<file path="src/rtl/spi_halt_pkg.sv">
// Shared configuration layout for the SPI slave with halt wakeup.
// Assumes the configuration word is written as one flat vector by software.
package spi_halt_pkg;
    localparam int CFG_W = 6;

    // Configuration fields, msb first; bit 0 is the eot enable.
    typedef struct packed {
        logic master_sel;   // bit 5: master role selected
        logic sw_ss_level;  // bit 4: software select level (0 = selected)
        logic sw_ss_sel;    // bit 3: use software select instead of pin
        logic modf_ie;      // bit 2: mode-fault interrupt enable
        logic ovr_ie;       // bit 1: overrun interrupt enable
        logic eot_ie;       // bit 0: end-of-transfer interrupt enable
    } cfg_t;
endpackage

</file>
<file path="src/rtl/spi_sync_bank.sv">
// Multi-stage synchroniser bank for asynchronous serial lines.
// Assumes each line is independent; reset value chosen per bit.
module spi_sync_bank #(
    parameter int WIDTH = 3,
    parameter int STAGES = 2,
    parameter logic [WIDTH-1:0] RST_VAL = '0
) (
    input  logic             clk,
    input  logic             rst_n,
    input  logic [WIDTH-1:0] d_i,
    output logic [WIDTH-1:0] q_o
);
    for (genvar g = 0; g < WIDTH; g++) begin : g_line
        logic [STAGES-1:0] chain_q;

        // Shift the raw line through the synchroniser chain.
        always_ff @(posedge clk) begin
            if (!rst_n) chain_q <= {STAGES{RST_VAL[g]}};
            else        chain_q <= {chain_q[STAGES-2:0], d_i[g]};
        end

        assign q_o[g] = chain_q[STAGES-1];
    end
endmodule

</file>
<file path="src/rtl/spi_rx_shift.sv">
// Mode-0 receive shifter: samples data on each rising serial clock while
// active, msb first, and pulses done_o with the assembled word.
// Assumes inputs are already synchronised to clk.
module spi_rx_shift #(
    parameter int DATA_W = 8
) (
    input  logic              clk,
    input  logic              rst_n,
    input  logic              sck_s_i,
    input  logic              mosi_s_i,
    input  logic              active_i,
    output logic              done_o,
    output logic [DATA_W-1:0] word_o
);
    localparam int CNT_W = (DATA_W > 1) ? $clog2(DATA_W) : 1;
    localparam logic [CNT_W-1:0] LAST = CNT_W'(DATA_W - 1);

    logic              sck_prev_q;
    logic [CNT_W-1:0]  cnt_q;
    logic [DATA_W-1:0] shreg_q;
    logic              rise;

    assign rise = sck_s_i & ~sck_prev_q;

    // Remember last serial clock level for edge detection.
    always_ff @(posedge clk) begin
        if (!rst_n) sck_prev_q <= 1'b0;
        else        sck_prev_q <= sck_s_i;
    end

    // Shift in bits and count them; emit a word after the last bit.
    always_ff @(posedge clk) begin
        if (!rst_n) begin
            cnt_q   <= '0;
            shreg_q <= '0;
            done_o  <= 1'b0;
            word_o  <= '0;
        end else begin
            done_o <= 1'b0;
            if (!active_i) begin
                cnt_q <= '0;
            end else if (rise) begin
                shreg_q <= {shreg_q[DATA_W-2:0], mosi_s_i};
                if (cnt_q == LAST) begin
                    cnt_q  <= '0;
                    done_o <= 1'b1;
                    word_o <= {shreg_q[DATA_W-2:0], mosi_s_i};
                end else begin
                    cnt_q <= cnt_q + 1'b1;
                end
            end
        end
    end
endmodule

</file>
<file path="src/rtl/spi_evt_ctrl.sv">
// Flags, data register, configuration, interrupt and low-power control.
// Assumes halt_i and wait_i are synchronous; while halted the register
// port is frozen but received words still update flags and data.
module spi_evt_ctrl
    import spi_halt_pkg::*;
#(
    parameter int DATA_W = 8
) (
    input  logic              clk,
    input  logic              rst_n,
    input  logic              word_done_i,
    input  logic [DATA_W-1:0] word_i,
    input  logic              ss_eff_i,
    input  logic              wait_i,
    input  logic              halt_i,
    input  logic              irq_mask_i,
    input  logic              cfg_we_i,
    input  logic [CFG_W-1:0]  cfg_wdata_i,
    input  logic              clr_eot_i,
    input  logic              clr_ovr_i,
    input  logic              clr_modf_i,
    output cfg_t              cfg_o,
    output logic [DATA_W-1:0] rx_data_o,
    output logic              eot_o,
    output logic              ovr_o,
    output logic              modf_o,
    output logic              irq_o,
    output logic              wake_o,
    output logic              recover_o
);
    logic ss_prev_q;
    logic halt_q;
    logic ss_low_at_halt_q;
    logic accept, rx_evt, discard, modf_evt, halt_wake;

    assign accept   = word_done_i & ~cfg_o.master_sel;
    assign rx_evt   = accept & ~recover_o;
    assign discard  = accept & recover_o;
    assign modf_evt = cfg_o.master_sel & ss_prev_q & ~ss_eff_i;

    // Configuration register; writes ignored while halted.
    always_ff @(posedge clk) begin
        if (!rst_n)                 cfg_o <= '0;
        else if (cfg_we_i && !halt_i) cfg_o <= cfg_t'(cfg_wdata_i);
    end

    // Track select level and halt state; capture select at halt entry.
    always_ff @(posedge clk) begin
        if (!rst_n) begin
            ss_prev_q        <= 1'b1;
            halt_q           <= 1'b0;
            ss_low_at_halt_q <= 1'b0;
        end else begin
            ss_prev_q <= ss_eff_i;
            halt_q    <= halt_i;
            if (halt_i && !halt_q) ss_low_at_halt_q <= ~ss_eff_i;
        end
    end

    // Data register loads only when no unread word is held.
    always_ff @(posedge clk) begin
        if (!rst_n)               rx_data_o <= '0;
        else if (rx_evt && !eot_o) rx_data_o <= word_i;
    end

    // Status flags: set events win over clear strobes; clears frozen in halt.
    always_ff @(posedge clk) begin
        if (!rst_n) begin
            eot_o  <= 1'b0;
            ovr_o  <= 1'b0;
            modf_o <= 1'b0;
        end else begin
            if (rx_evt)                      eot_o <= 1'b1;
            else if (clr_eot_i && !halt_i)   eot_o <= 1'b0;
            if (rx_evt && eot_o)             ovr_o <= 1'b1;
            else if (clr_ovr_i && !halt_i)   ovr_o <= 1'b0;
            if (modf_evt)                    modf_o <= 1'b1;
            else if (clr_modf_i && !halt_i)  modf_o <= 1'b0;
        end
    end

    // Halt-recovery state: entered on halt exit in slave role.
    always_ff @(posedge clk) begin
        if (!rst_n)                                   recover_o <= 1'b0;
        else if (cfg_o.master_sel)                    recover_o <= 1'b0;
        else if (halt_q && !halt_i)                   recover_o <= 1'b1;
        else if (discard)                             recover_o <= 1'b0;
    end

    // Shared interrupt request and wakeup request.
    always_comb begin
        irq_o = ~irq_mask_i & ((eot_o & cfg_o.eot_ie) |
                               (ovr_o & cfg_o.ovr_ie) |
                               (modf_o & cfg_o.modf_ie));
        halt_wake = halt_q & ss_low_at_halt_q & eot_o & cfg_o.eot_ie;
        wake_o = halt_i ? halt_wake : (wait_i & irq_o);
    end
endmodule

</file>
<file path="src/rtl/spi_halt_slave.sv">
// Top: SPI slave receiver with interrupt and halt/wait wakeup control.
// Assumes serial lines are asynchronous to clk and much slower than it.
module spi_halt_slave
    import spi_halt_pkg::*;
#(
    parameter int DATA_W = 8,
    parameter int SYNC_STAGES = 2
) (
    input  logic              clk,
    input  logic              rst_n,
    input  logic              sck_i,
    input  logic              mosi_i,
    input  logic              ss_n_i,
    input  logic              wait_i,
    input  logic              halt_i,
    input  logic              irq_mask_i,
    input  logic              cfg_we_i,
    input  logic [CFG_W-1:0]  cfg_wdata_i,
    input  logic              clr_eot_i,
    input  logic              clr_ovr_i,
    input  logic              clr_modf_i,
    output logic [DATA_W-1:0] rx_data_o,
    output logic              eot_o,
    output logic              ovr_o,
    output logic              modf_o,
    output logic              irq_o,
    output logic              wake_o,
    output logic              recover_o
);
    localparam int LINES = 3;

    logic [LINES-1:0] raw, synced;
    logic             ss_eff, shift_active, word_done;
    logic [DATA_W-1:0] word;
    cfg_t             cfg;

    assign raw = {sck_i, mosi_i, ss_n_i};

    spi_sync_bank #(
        .WIDTH(LINES), .STAGES(SYNC_STAGES), .RST_VAL(3'b001)
    ) u_sync (
        .clk(clk), .rst_n(rst_n), .d_i(raw), .q_o(synced)
    );

    // Effective select: software bit or synchronised pin.
    always_comb begin
        ss_eff       = cfg.sw_ss_sel ? cfg.sw_ss_level : synced[0];
        shift_active = ~ss_eff & ~cfg.master_sel;
    end

    spi_rx_shift #(.DATA_W(DATA_W)) u_shift (
        .clk(clk), .rst_n(rst_n),
        .sck_s_i(synced[2]), .mosi_s_i(synced[1]),
        .active_i(shift_active),
        .done_o(word_done), .word_o(word)
    );

    spi_evt_ctrl #(.DATA_W(DATA_W)) u_ctrl (
        .clk(clk), .rst_n(rst_n),
        .word_done_i(word_done), .word_i(word),
        .ss_eff_i(ss_eff), .wait_i(wait_i), .halt_i(halt_i),
        .irq_mask_i(irq_mask_i),
        .cfg_we_i(cfg_we_i), .cfg_wdata_i(cfg_wdata_i),
        .clr_eot_i(clr_eot_i), .clr_ovr_i(clr_ovr_i), .clr_modf_i(clr_modf_i),
        .cfg_o(cfg),
        .rx_data_o(rx_data_o), .eot_o(eot_o), .ovr_o(ovr_o), .modf_o(modf_o),
        .irq_o(irq_o), .wake_o(wake_o), .recover_o(recover_o)
    );
endmodule

</file>
<file path="config.mk">
export PLATFORM = sky130hd
export DESIGN_NAME = spi_halt_slave
export DESIGN_NICKNAME = d
export VERILOG_FILES = /design/src/rtl/spi_halt_pkg.sv /design/src/rtl/spi_sync_bank.sv /design/src/rtl/spi_rx_shift.sv /design/src/rtl/spi_evt_ctrl.sv /design/src/rtl/spi_halt_slave.sv
export SDC_FILE = /design/constraint.sdc
export NUM_CORES = 1
export LEC_CHECK = 0
export BUFFER_PORTS_ARGS = -buffer_cell sky130_fd_sc_hd__clkbuf_2
export CAP_MARGIN = 10
export CORE_MARGIN = 2
export CORE_UTILIZATION = 35
export DETAILED_ROUTE_END_ITERATION = 8
export PLACE_DENSITY = 0.55
export SLEW_MARGIN = 10
export SYNTH_ARGS = -nofsm -noshare
export SYNTH_HDL_FRONTEND = slang
export SYNTH_SLANG_ARGS = --single-unit
</file>
<file path="constraint.sdc">
create_clock -name clk -period 1.72 [get_ports clk]
set_clock_uncertainty 0.15 [all_clocks]
set_input_delay 0.258 -clock clk [delete_from_list [all_inputs] [get_ports clk]]
set_output_delay 0.258 -clock clk [all_outputs]
set_load 0.02 [all_outputs]
</file>
After elaboration in Yosys (flattened, before gate mapping). Cells that the tools add are included.

Equality and inequality tests: 1. Add/subtract/negate cells: 1. Reduce and logical (&&, ||, !) cells: 20. Muxes and demuxes: 12. Bitwise operators: 23.

Operators with widths (number): $and 1x1->1 (15); $mux 1 (11); $logic_and 1x1->1 (8); $reduce_bool 2->1 (4); $not 1->1 (6); $reduce_and 3->1 (2); $reduce_and 2->1 (2); $add 3x1->3 const B (1); $eq 3x3->1 const B (1); $logic_not 1->1 (3); $mux 3 (1); $or 1x1->1 (2); $reduce_or 2->1 (1).

Register bits after elaboration: 47. Output and inout bits: 14. Logic and storage cells: 79. Input port bits: 18.

Depth between registers and ports, before layout.
Word-level depth: 6. Gate-level depth with buffers: 5. Depth with buffers taken out: 5.

Cells and area by module. A second synthesis with hierarchy kept.

Cell total of the unflattened synthesis: 188. Area total of the unflattened synthesis: 1874.3 µm².

By module, submodules not included: spi_evt_ctrl (instances 1, sequential area each 420.4 µm², cells each 91, area an instance 888.4 µm²); spi_rx_shift (instances 1, sequential area each 400.4 µm², cells each 80, area an instance 784.5 µm²); spi_sync_bank (instances 1, sequential area each 120.1 µm², cells each 15, area an instance 180.2 µm²); spi_halt_slave (instances 1, sequential area each 0.0 µm², cells each 2, area an instance 21.3 µm²).

Worst setup path after synthesis. No wires, ideal clock.

Path type: register to output. From: register u_ctrl.eot_o. To: output port wake_o. Data arrival time: 1287 ps. Setup slack: 25 ps. Stages on the path, launching flop included: 4. Path through: dfxtp_1 > a222oi_1 > nor2_1 > a32o_1.

Cells in the longest elaborated chain, start to end: 6.

RTL lines: from (decl) (line spi_evt_ctrl.sv:24) `output logic eot_o,`; from (signal assigned) (line spi_evt_ctrl.sv:69) `eot_o <= 1'b0;`; from (signal assigned) (line spi_evt_ctrl.sv:73) `if (rx_evt) eot_o <= 1'b1;`; from (signal assigned) (line spi_evt_ctrl.sv:74) `else if (clr_eot_i && !halt_i) eot_o <= 1'b0;`; $and 1x1->1 (line spi_evt_ctrl.sv:92) `irq_o = ~irq_mask_i & ((eot_o & cfg_o.eot_ie) |`; $or 1x1->1 (line spi_evt_ctrl.sv:92); $or 1x1->1 (line spi_evt_ctrl.sv:93) `(ovr_o & cfg_o.ovr_ie) |`; $and 1x1->1 (line spi_evt_ctrl.sv:92); via irq_o (line spi_halt_slave.sv:26) `output logic irq_o,`; $and 1x1->1 (line spi_evt_ctrl.sv:96) `wake_o = halt_i ? halt_wake : (wait_i & irq_o);`; $mux 1 (line spi_evt_ctrl.sv:96); to (decl) (line spi_halt_slave.sv:27) `output logic wake_o,`.

The timed path passes the listed nets, and every way through them passes these cells.

Worst setup path in the final report.
From: register u_ctrl.cfg_o[2] (netlist bit). To: output port wake_o.

Cells in the longest elaborated chain, start to end: 5.

RTL lines: from (decl) (line spi_evt_ctrl.sv:22) `output cfg_t cfg_o,`; from (signal assigned) (line spi_evt_ctrl.sv:44) `else if (cfg_we_i && !halt_i) cfg_o <= cfg_t'(cfg_wdata_i);`; $and 1x1->1 (line spi_evt_ctrl.sv:94) `(modf_o & cfg_o.modf_ie));`; $or 1x1->1 (line spi_evt_ctrl.sv:93); $and 1x1->1 (line spi_evt_ctrl.sv:92); $and 1x1->1 (line spi_evt_ctrl.sv:96); $mux 1 (line spi_evt_ctrl.sv:96).

Every way passes these cells.

==> flow_summary_export.csv <==
group,metric,value,unit
logic_synthesis,ys_seq_area_share,53.4,%
cts,cts_tree,"done",
critical_path,r2r_cells,3,
cts,cts_setup_buffers,0,
finish,diodes,0,
logic_synthesis,synth_top_family_by_area,"simple AND/OR/NAND/NOR gates",
critical_path,end_kind,"output port",
cts,htree_levels,2,
global_routing,grt_max_degree,34,
outcome,outcome,"finished with violations",
sta,fmax,543,MHz
critical_path,timing.rr.start,"u_ctrl.recover_o",
logic_synthesis,syn_avg_cell_area,10.5,µm²
finish,finalNonFillerCells,269,
global_routing,overflow,0,
pwr,ir_drop,0.486,mV
place,port_buffers,31,
critical_path,critPathRequiredTime,1.31,ns
logic_synthesis,synth-xor-area-share,0,%
logic_synthesis,syn-cell-area,0.00176,mm²
outcome,violations,"negative setup slack",
sta,timing.final.crit_period,1.84,ns
global_routing,grt_pass1_wl,5.07,mm
critical_path,worstSetupPathType,"reg -> out",
sta,setup_viol,1,
sta,fin_crit_sh,107,%
critical_path,crit_start,"u_ctrl.cfg_o[2]",
global_routing,track_usage,12.1,%
global_routing,use_met1,13.8,%
place,post-place-ws,0.132,ns
drt,drc_errors,0,
logic_synthesis,synth.distinct_cells,25,
drt,totalWireLength,3.07,mm
finish,final_layout_size_suffix_gt1_share,28.2,%
cts,clockBufferDepth,2,
place,place_congestion,0.785,
floorplanning,placementRows,25,
critical_path,endpoint,"wake_o",
sta,finalHoldViolations,0,
sta,tightest_slew,0.606,ns
drt,viasPerCell,4.58,
logic_synthesis,synth_async_sr_flop_share,0,%
pwr,power_density,874,mW/mm²
cts,clock_sink_count,47,
critical_path,r2r_slack,0.21,ns
logic_synthesis,synth_cells,168,
logic_synthesis,synthAdderAreaFrac,1.42,%
drt,dr_total_vias,1232,
critical_path,startpoint_type,"flop",
logic_synthesis,synth_edf_count,0,
critical_path,cp.arrival,1.43,ns
logic_synthesis,synthFlopType,"dfxtp_1",
place,placed_cells,262,
finish,nets,223,
logic_synthesis,synthMuxAreaShare,14.2,%
logic_synthesis,synth_warnings,0,
cts,ctsRootBufferMaster,"clkbuf_8",
logic_synthesis,synth_compound_area_share,8.39,%
logic_synthesis,yosys.area_share.simple,18.1,%
place,dp_hpwl,2.24,mm
critical_path,r2r-end,"u_ctrl.rx_data_o[0]",
drt,postRouteAntennaNets,0,
floorplanning,ios,32,
floorplanning,design.core.area,0.00479,mm²
sta,maxSlewHeadroom,59.6,%
floorplanning,die_w,74.9,µm
cts,cts.clk_slew.worst_paths,0.08,ns
hold_path,hold_class,"in -> reg",
sta,rsz0062_at_grt,"yes",
drt,drt_iter0_markers,50,
global_routing,gr-usage-met3,4.15,%
drt,first_pass_iters,5,
sta,worst_slack,-0.120,ns
global_routing,top_usage_layer,"met2",
pwr,p_leak,0.919,nW
logic_synthesis,synth_seq_cells,47,
finish,syn_to_final_growth,18.3,%
sta,slew_viol_final,0,
critical_path,crit_path_max_fanout,2,
floorplanning,die_area,0.00561,mm²
global_routing,antenna_found_initial,0,
drt,wire_per_inst,11.4,µm
logic_synthesis,syn_nets,188,
cts,cts_buffers,5,
global_routing,first_global_vias,1142,
floorplanning,die_y,74.9,µm
cts,insertion_delay,0.29,ns
global_routing,grt_use_met2,20.6,%
flow_run,drv_cap,0,
floorplanning,start_util,36.8,%
==> state kept, by name (all words and copies together) (netlist names) <==
name and count:
u_ctrl.cfg_o 6, u_ctrl.eot_o 1, u_ctrl.halt_q 1, u_ctrl.modf_o 1, u_ctrl.ovr_o 1, u_ctrl.recover_o 1, u_ctrl.rx_data_o 8, u_ctrl.ss_low_at_halt_q 1
u_ctrl.ss_prev_q 1, u_shift.cnt_q 3, u_shift.done_o 1, u_shift.sck_prev_q 1, u_shift.shreg_q 7, u_shift.word_o 8, u_sync.g_line.chain_q 6
==> worst min-delay path by stage <==
stage | start | to | slack [ns] | depth (start not counted)
2_1_floorplan | ss_n_i | u_sync.g_line[0].chain_q[0] | 0.21 | 1
3_3_place_gp | u_sync.g_line[0].chain_q[0] | u_sync.g_line[0].chain_q[1] | 0.24 | 1
3_5_place_dp | u_sync.g_line[0].chain_q[0] | u_sync.g_line[0].chain_q[1] | 0.25 | 1
4_1_cts | sck_i | u_sync.g_line[2].chain_q[0] | 0.01 | 2
5_1_grt | mosi_i | u_sync.g_line[1].chain_q[0] | 0.03 | 2
6_report | sck_i | u_sync.g_line[2].chain_q[0] | 0.02 | 2
==> cells in the mapped netlist (3+ instances only) <==
cell | number | share of area (%)
nor2b_1 | 8 | 2.8
mux2i_1 | 25 | 14
dfxtp_1 | 47 | 53
a21boi_0 | 4 | 1.7
nand3b_1 | 3 | 1.3
o21ai_0 | 4 | 1.1
nand3_1 | 8 | 2.3
nor2_1 | 7 | 1.5
clkbuf_1 | 7 | 1.5
o21ai_2 | 8 | 4.0
inv_1 | 5 | 1.1
and2_1 | 6 | 2.1
nand2_1 | 19 | 4.1
==> power by group <==
group / internal, mW / switching [mW] / total [mW]
Sequential: 1.11 / 0.00886 / 1.12
Combinational: 0.0491 / 0.0487 / 0.0978
Clock: 0.270 / 0.336 / 0.606
==> area by class of cell <==
type	count	area, µm²
clock inverter	1	7.51
fill	473	2700
sequential	47	943
multi-input combinational	105	742
timing repair buffer	39	218
inverter	5	18.8
tap	67	83.8
clock buffer	5	68.8
==> timing repair <==
item / 4_1_cts / 5_1_grt
pin swaps: 1 / 0
hold buffers: 1 / 0
gates resized for setup: 1 / 3
hold endpoints to repair: 1 / 0
endpoints found under the setup margin: 1 / 2
==> per-layer routing <==
| metal | vias up | routed length, µm |
|---|---|---|
| li1 | 633 | - |
| met1 | 559 | 1400 |
| met2 | 36 | 1440 |
| met3 | 4 | 190 |
| met4 | 0 | 34 |
| met5 | - | 0 |
==> cells in the final DEF (no fill, tap or decap), types with 2 or more instances in the layout <==
master    netlist  layout
nand2_1        19      19
nand3_1         8       8
o21ai_0         4       4
buf_2           2       2
dfxtp_1        47      45
nand3b_1        3       3
dfxtp_2         0       2
mux2i_1        25      25
ha_1            2       2
clkbuf_8        0       5
buf_4           0       7
nor2b_1         8       8
nand3_2         2       2
nor2_1          7       7
a21boi_0        4       4
inv_1           5       5
clkbuf_2        0      29
nand2b_1        2       2
and2_1          6       6
o21ai_2         8       8
==> worst max-delay path: stages (launching register included) <==
cell and delay [ns]:
dfxtp_1 0.32, a222oi_1 0.32, nor2_1 0.09, a32o_1 0.26, buf_2 0.15
==> kinds of logic (layout without fill, tap and decap cells) <==
family,count (synthesis),after routing
and+or+nand+nor,59,59
DFF,47,47
muxes,25,25
AOI/OAI and AO/OA,19,19
buffers and inverters,16,50
adders and majority gates,2,2
==> stage by stage <==
| step | TNS, ns | utilization, % | total power, mW | hold WS (ns) | cell area (µm²) |
|---|---|---|---|---|---|
| after global routing | -0.247 | 43.5 | 1.90 | 0.0272 | 2080 |
| after global placement | 0 | 41.6 | 1.24 | 0.244 | 1990 |
| after CTS | -0.163 | 43.5 | 1.85 | 0.0132 | 2080 |
| after detailed placement | 0 | 41.6 | 1.24 | 0.248 | 1990 |
| final | -0.120 | 43.5 | 1.82 | 0.0219 | 2080 |
| after floorplan | 0 | - | 1.20 | 0.209 | 1760 |
Power figures use the tool's default switching activity.
